==> config.mk <==
export PLATFORM = sky130hd
export DESIGN_NAME = gpio_irq_ctrl
export DESIGN_NICKNAME = d
export VERILOG_FILES = /design/src/rtl/gpio_irq_pkg.sv /design/src/rtl/gpio_irq_sync.sv /design/src/rtl/gpio_irq_regs.sv /design/src/rtl/gpio_irq_alert.sv /design/src/rtl/gpio_irq_ctrl.sv
export SDC_FILE = /design/constraint.sdc
export NUM_CORES = 1
export LEC_CHECK = 0
export BUFFER_PORTS_ARGS = -buffer_cell sky130_fd_sc_hd__buf_2
export CAP_MARGIN = 20
export CORE_MARGIN = 3
export CORE_UTILIZATION = 25
export DETAILED_ROUTE_END_ITERATION = 8
export PLACE_DENSITY = 0.38
export RECOVER_POWER = 50
export SYNTH_ARGS = -nofsm -noshare
export SYNTH_HDL_FRONTEND = slang
export SYNTH_SLANG_ARGS = --single-unit
==> constraint.sdc <==
create_clock -name clk_i -period 1.7 [get_ports clk_i]
set_input_delay 0.085 -clock clk_i [delete_from_list [all_inputs] [get_ports clk_i]]
set_output_delay 0.085 -clock clk_i [all_outputs]
set_load 0.02 [all_outputs]
==> src/rtl/gpio_irq_pkg.sv <==
package gpio_irq_pkg;
  localparam int ADDR_W = 3;

  typedef enum logic [ADDR_W-1:0] {
    REG_CFG  = 3'd0,
    REG_DIR  = 3'd1,
    REG_OCFG = 3'd2,
    REG_STAT = 3'd3,
    REG_MASK = 3'd4,
    REG_DATA = 3'd5
  } reg_addr_e;

  localparam int IE_BIT = 0;
endpackage

==> src/rtl/gpio_irq_sync.sv <==
module gpio_irq_sync #(
  parameter int W      = 8,
  parameter int STAGES = 2
) (
  input  logic         clk_i,
  input  logic         rst_ni,
  input  logic [W-1:0] pin_i,
  output logic [W-1:0] pin_s_o,
  output logic [W-1:0] toggle_o
);
  logic [W-1:0] stage_q [STAGES];
  logic [W-1:0] prev_q;

  for (genvar g = 0; g < STAGES; g++) begin : g_stage
    logic [W-1:0] stage_d;
    if (g == 0) begin : g_first
      assign stage_d = pin_i;
    end else begin : g_next
      assign stage_d = stage_q[g-1];
    end
    always_ff @(posedge clk_i or negedge rst_ni) begin
      if (!rst_ni) stage_q[g] <= '0;
      else         stage_q[g] <= stage_d;
    end
  end

  always_ff @(posedge clk_i or negedge rst_ni) begin
    if (!rst_ni) prev_q <= '0;
    else         prev_q <= stage_q[STAGES-1];
  end

  assign pin_s_o  = stage_q[STAGES-1];
  assign toggle_o = stage_q[STAGES-1] ^ prev_q;
endmodule

==> src/rtl/gpio_irq_regs.sv <==
module gpio_irq_regs
  import gpio_irq_pkg::*;
#(
  parameter int W = 8
) (
  input  logic              clk_i,
  input  logic              rst_ni,
  input  logic              wr_en_i,
  input  logic [ADDR_W-1:0] addr_i,
  input  logic [W-1:0]      wdata_i,
  output logic [W-1:0]      cfg_o,
  output logic [W-1:0]      dir_o,
  output logic [W-1:0]      ocfg_o,
  output logic [W-1:0]      mask_o,
  output logic [W-1:0]      data_o
);
  logic we_cfg, we_dir, we_ocfg, we_mask, we_data;
  logic [W-1:0] cfg_q, dir_q, ocfg_q, mask_q, data_q;

  always_comb begin
    we_cfg  = wr_en_i && (addr_i == REG_CFG);
    we_dir  = wr_en_i && (addr_i == REG_DIR);
    we_ocfg = wr_en_i && (addr_i == REG_OCFG);
    we_mask = wr_en_i && (addr_i == REG_MASK);
    we_data = wr_en_i && (addr_i == REG_DATA);
  end

  always_ff @(posedge clk_i or negedge rst_ni) begin
    if (!rst_ni) begin
      cfg_q  <= '0;
      dir_q  <= '0;
      ocfg_q <= '0;
      mask_q <= '0;
      data_q <= '1;
    end else begin
      if (we_cfg)  cfg_q  <= wdata_i;
      if (we_dir)  dir_q  <= wdata_i;
      if (we_ocfg) ocfg_q <= wdata_i;
      if (we_mask) mask_q <= wdata_i;
      if (we_data) data_q <= wdata_i;
    end
  end

  assign cfg_o  = cfg_q;
  assign dir_o  = dir_q;
  assign ocfg_o = ocfg_q;
  assign mask_o = mask_q;
  assign data_o = data_q;
endmodule

==> src/rtl/gpio_irq_alert.sv <==
module gpio_irq_alert #(
  parameter int W = 8
) (
  input  logic         clk_i,
  input  logic         rst_ni,
  input  logic         ie_i,
  input  logic [W-1:0] mask_i,
  input  logic [W-1:0] dir_i,
  input  logic [W-1:0] toggle_i,
  input  logic         rd_status_i,
  input  logic         ara_i,
  output logic [W-1:0] status_o,
  output logic         alert_no,
  output logic         ara_hit_o
);
  logic [W-1:0] status_q, status_d, kept, chg, new_set;
  logic         blk_q, blk_d;
  logic         hit_q, hit_d;
  logic         alert_act;

  always_comb begin
    kept      = rd_status_i ? '0 : status_q;
    chg       = toggle_i & dir_i;
    status_d  = kept | chg;
    new_set   = chg & ~kept;
    alert_act = ie_i && (|(status_q & mask_i)) && !blk_q;
    hit_d     = ara_i && alert_act;
    if (|new_set)  blk_d = 1'b0;
    else if (hit_d) blk_d = 1'b1;
    else            blk_d = blk_q;
  end

  always_ff @(posedge clk_i or negedge rst_ni) begin
    if (!rst_ni) begin
      status_q <= '0;
      blk_q    <= 1'b0;
      hit_q    <= 1'b0;
    end else begin
      status_q <= status_d;
      blk_q    <= blk_d;
      hit_q    <= hit_d;
    end
  end

  assign status_o  = status_q;
  assign alert_no  = !alert_act;
  assign ara_hit_o = hit_q;
endmodule

==> src/rtl/gpio_irq_ctrl.sv <==
module gpio_irq_ctrl
  import gpio_irq_pkg::*;
#(
  parameter int W         = 8,
  parameter int SYNC_FLOP = 2
) (
  input  logic              clk_i,
  input  logic              rst_ni,
  input  logic              wr_en_i,
  input  logic              rd_en_i,
  input  logic [ADDR_W-1:0] addr_i,
  input  logic [W-1:0]      wdata_i,
  output logic [W-1:0]      rdata_o,
  input  logic [W-1:0]      pin_i,
  output logic [W-1:0]      pin_o,
  output logic [W-1:0]      pin_oe_o,
  input  logic              ara_i,
  output logic              ara_hit_o,
  output logic              alert_no
);
  logic [W-1:0] cfg_w, dir_w, ocfg_w, mask_w, data_w;
  logic [W-1:0] pin_s_w, toggle_w, status_w;
  logic [W-1:0] rd_val, rdata_q;
  logic         rd_status;

  gpio_irq_sync #(.W(W), .STAGES(SYNC_FLOP)) u_sync (
    .clk_i    (clk_i),
    .rst_ni   (rst_ni),
    .pin_i    (pin_i),
    .pin_s_o  (pin_s_w),
    .toggle_o (toggle_w)
  );

  gpio_irq_regs #(.W(W)) u_regs (
    .clk_i   (clk_i),
    .rst_ni  (rst_ni),
    .wr_en_i (wr_en_i),
    .addr_i  (addr_i),
    .wdata_i (wdata_i),
    .cfg_o   (cfg_w),
    .dir_o   (dir_w),
    .ocfg_o  (ocfg_w),
    .mask_o  (mask_w),
    .data_o  (data_w)
  );

  assign rd_status = rd_en_i && (addr_i == REG_STAT);

  gpio_irq_alert #(.W(W)) u_alert (
    .clk_i       (clk_i),
    .rst_ni      (rst_ni),
    .ie_i        (cfg_w[IE_BIT]),
    .mask_i      (mask_w),
    .dir_i       (dir_w),
    .toggle_i    (toggle_w),
    .rd_status_i (rd_status),
    .ara_i       (ara_i),
    .status_o    (status_w),
    .alert_no    (alert_no),
    .ara_hit_o   (ara_hit_o)
  );

  always_comb begin
    case (addr_i)
      REG_CFG:  rd_val = cfg_w;
      REG_DIR:  rd_val = dir_w;
      REG_OCFG: rd_val = ocfg_w;
      REG_STAT: rd_val = status_w;
      REG_MASK: rd_val = mask_w;
      REG_DATA: rd_val = (dir_w & pin_s_w) | (~dir_w & data_w);
      default:  rd_val = '0;
    endcase
  end

  always_ff @(posedge clk_i or negedge rst_ni) begin
    if (!rst_ni)      rdata_q <= '0;
    else if (rd_en_i) rdata_q <= rd_val;
  end

  assign rdata_o  = rdata_q;
  assign pin_o    = data_w;
  assign pin_oe_o = ~dir_w;
endmodule

==> metrics.md <==
| Metric | Value |
|---|---|
| Status | completed |
| Max-slew headroom | 0.3211 |
| Post-synthesis sequential area ratio | 0.5819 |
| Clk slew on worst S/H paths | 60 ps |
| MaxCap Viol Count | 0 |
| Commonest non-fill, non-tap cell in the layout | dfrtp_1 |
| Vert. Die Dim | 125.1 um |
| Final WL | 9928 um |
| Crit path capture type | primary output |
| Actual slew at the worst max-slew pin | 1018 ps |
| R2R cell count | 3 |
| Area growth syn-to-layout | 26.59% |
| Syn_nets | 286 |
| Most frequent cells in the layout | dfrtp_1, mux2_2, buf_2, buf_4, nand2_1 |
| Yosys warnings | 0 |
| Crit path required time | 1620 ps |
| Net Switching | 1686 uW |
| Met1 WL | 4851 um |
| Number of synthesized flops with an enable pin | 0 |
| Cts bufs inserted | 9 |
| Hold Vio Cnt, Final | 0 |
| Pwr dens | 1251 nW/um^2 |
| Crit path DAT | 1480 ps |
| GRT Resource Usage Total | 0.1347 |
| FF+latch count, synth | 82 |
| Nets@finish | 363 |
| Die footprint | 15640 sq um |
| Die W | 125.1 um |
| Part of the power in registers | 0.465 |
| Commonest register cell after synthesis | dfrtp_1 |
| Layout cells sized above 1 | 0.3994 |
| Clk root buf | clkbuf_16 |
| Clock power frac | 0.330 |
| DR top layer | met4 |
| R2R Path Start | u_regs.dir_o[7]$_DFFE_PN0P_ |
| Async S/R FF share, synth | 1.000 |
| Inserted Diodes | 0 |
| CTS tree | yes |
| Hold Crit Start | wdata_i[5] |
| Final setup TNS | 0 ps |
| Vias in the first global route | 2624 |
| Insertion delay to the later sink of the worst-skew pair | 340 ps |
| Starting Density | 0.2614 |
| Worst min path class | input port to register |
| Switching Fraction | 0.3003 |
| Final Skew | 5.280 ps |
| Netlist Area Pre-Place | 3543 sq um |
| Dpl hpwl | 7048 um |
| Kind of critical path | register to primary output |
| Min Tclk post-route | 1562 ps |
| Yosys cell types | 43 |
| Tcrit/Tclk final | 0.9190 |
| Max VDD drop | 0.5022 mV |
| First-pass GRT wire length | 15950 um |
| Post-Place Cells | 494 |
| Worst hold path cell count | 2 |
| Hold EP | u_regs.cfg_o[5]$_DFFE_PN0P_ |
| Critical path peak fanout | 4 |
| Final Max Tran Viols | 0 |
| Remaining antenna violation count after routing | 0 |
| Worst r2r dst | rdata_o[7]$_DFFE_PN0P_ |
| Pint | 3928 uW |
| DP Area | 4120 sq um |
| Fmax | 640.1 MHz |
| IO buf count | 49 |
| Resized cells post-CTS | 0 |
| Avg Synthesized Cell Area | 13.52 sq um |
| H-tree depth reported by CTS | 3 |
| # IOs | 50 |
| Combinational share of power | 0.205 |
| Final Setup Violations | 0 |
| Startpoint Class | register |
| DR pass1 iterations | 4 |
| Pin count of the biggest net entering global routing | 36 |
| Via density | 4.539 |
| Synth Instances | 262 |
| Final Wtd Congestion | 0.7766 |
| RSZ-0062 raised after global routing | false |
| Design area | 4486 sq um |
| Final Non-Filler Cells | 519 |
| DRT iter0 DRCs | 99 |
| Clock Sink Count | 82 |
| Vias post-DR | 2356 |
| Post-CTS Setup Inserts | 0 |
| DRC | 0 |
| Initial antenna violation count | 0 |
| CTS max path bufs | 2 |
| WL met3 | 324 um |
| GRT overflow | 0 |
| Flop-to-flop setup slack | 280 ps |
| DR WL met2 | 4593 um |
| Core outline area | 13560 sq um |
| Pleak | 0.001975 uW |
| Row Count | 42 |
| Drt wl/cell | 19.13 um |
## power by group through the flow
stage,Clock (uW),Combinational (uW),Sequential (uW)
6_report,1850,1150,2610
3_3_place_gp,0,1150,2650
2_1_floorplan,0,678,2630
3_5_place_dp,0,1160,2650
5_1_grt,1990,1270,2660
4_1_cts,1900,1180,2620
## cells in the mapped netlist, drive strengths merged (6+ instances only)
| cell type | instances | area [sq um] |
|---|---|---|
| buf | 9 | 50.04 |
| dfstp | 8 | 210.2 |
| inv | 11 | 41.29 |
| nand2 | 15 | 56.30 |
| a22oi | 11 | 82.58 |
| a21oi | 6 | 30.03 |
| xor2 | 7 | 61.31 |
| dfrtp | 74 | 1852 |
| nor2 | 6 | 22.52 |
| mux2 | 45 | 506.7 |
| mux2i | 11 | 110.1 |
## layer usage
| metal | global-route usage | vias to the layer above |
|---|---|---|
| met4 | 0.04592 | 0 |
| met1 | 0.1853 | 1189 |
| met2 | 0.2082 | 41 |
| met3 | 0.03369 | 11 |
| met5 | 0 | - |
| li1 | - | 1115 |
## layout make-up
class	count	area, sq um
flip-flops and latches	82	2062
multi-input cells	155	1366
repair buffers	80	515.5
clock buffers	11	252.7
fillers	1391	9072
inverters	11	41.29
clock inverters	4	27.53
well taps	176	220.2
## critical path: stages, from the launching register on
cell and delay [ps]:
dfrtp_1 430, a22oi_1 240, nand4_1 200, nand2_1 100
buf_2 160
## logic make-up (layout without fill, tap and decap cells)
group	count (synthesis)	in the layout	synth area share
and+or+nand+nor	42	42	0.07486
xor gates and xnor gates	8	8	0.01977
DFF	82	82	0.5819
muxes	58	58	0.1889
buffers and inverters	25	106	0.03425
AOI/OAI and AO/OA	47	47	0.1003
## state kept, by name, indices dropped and copies added (netlist names), 8 cells and up
register / flops
u_regs.mask_o: 8
u_regs.data_o: 8
u_regs.dir_o: 8
u_regs.ocfg_o: 8
u_regs.cfg_o: 8
u_sync.prev_q: 8
rdata_o: 8
u_sync.g_stage.stage_d: 8
u_alert.status_o: 8
u_sync.pin_s_o: 8
## how the worst max path moves through the flow
stage	startpoint	endpoint	slack, ps	depth (start not counted)
floorplan	addr_i[1]	u_regs.cfg_o[0]$_DFFE_PN0P_	370	4
finish	u_alert.status_o[2]$_DFF_PN0_	alert_no	140	4
global placement	addr_i[1]	u_regs.cfg_o[0]$_DFFE_PN0P_	180	5
global route	addr_i[1]	u_alert.blk_q$_DFFE_PN0P_	50	5
detailed placement	addr_i[1]	u_regs.cfg_o[7]$_DFFE_PN0P_	170	5
CTS	u_regs.mask_o[2]$_DFFE_PN0P_	alert_no	100	4
## through the flow
step | worst slack (ps) | hold slack [ps] | total power (uW) | util
after CTS | 104.5 | 34.13 | 5699 | 0.3319
final | 137.7 | 40.24 | 5613 | 0.3308
after global routing | 49.55 | 48.90 | 5919 | 0.3308
after detailed placement | 170.6 | 109.1 | 3808 | 0.3039
after floorplan | 365.2 | -210.6 | 3310 | -
after global placement | 184.4 | 106.2 | 3801 | 0.3039
## repair_timing
| action | 4_1_cts | 5_1_grt |
|---|---|---|
| hold buffers | 10 | 0 |
| setup endpoints to repair | 0 | 0 |
| hold endpoints to repair | 40 | 0 |
Power figures use the tool's default switching activity.
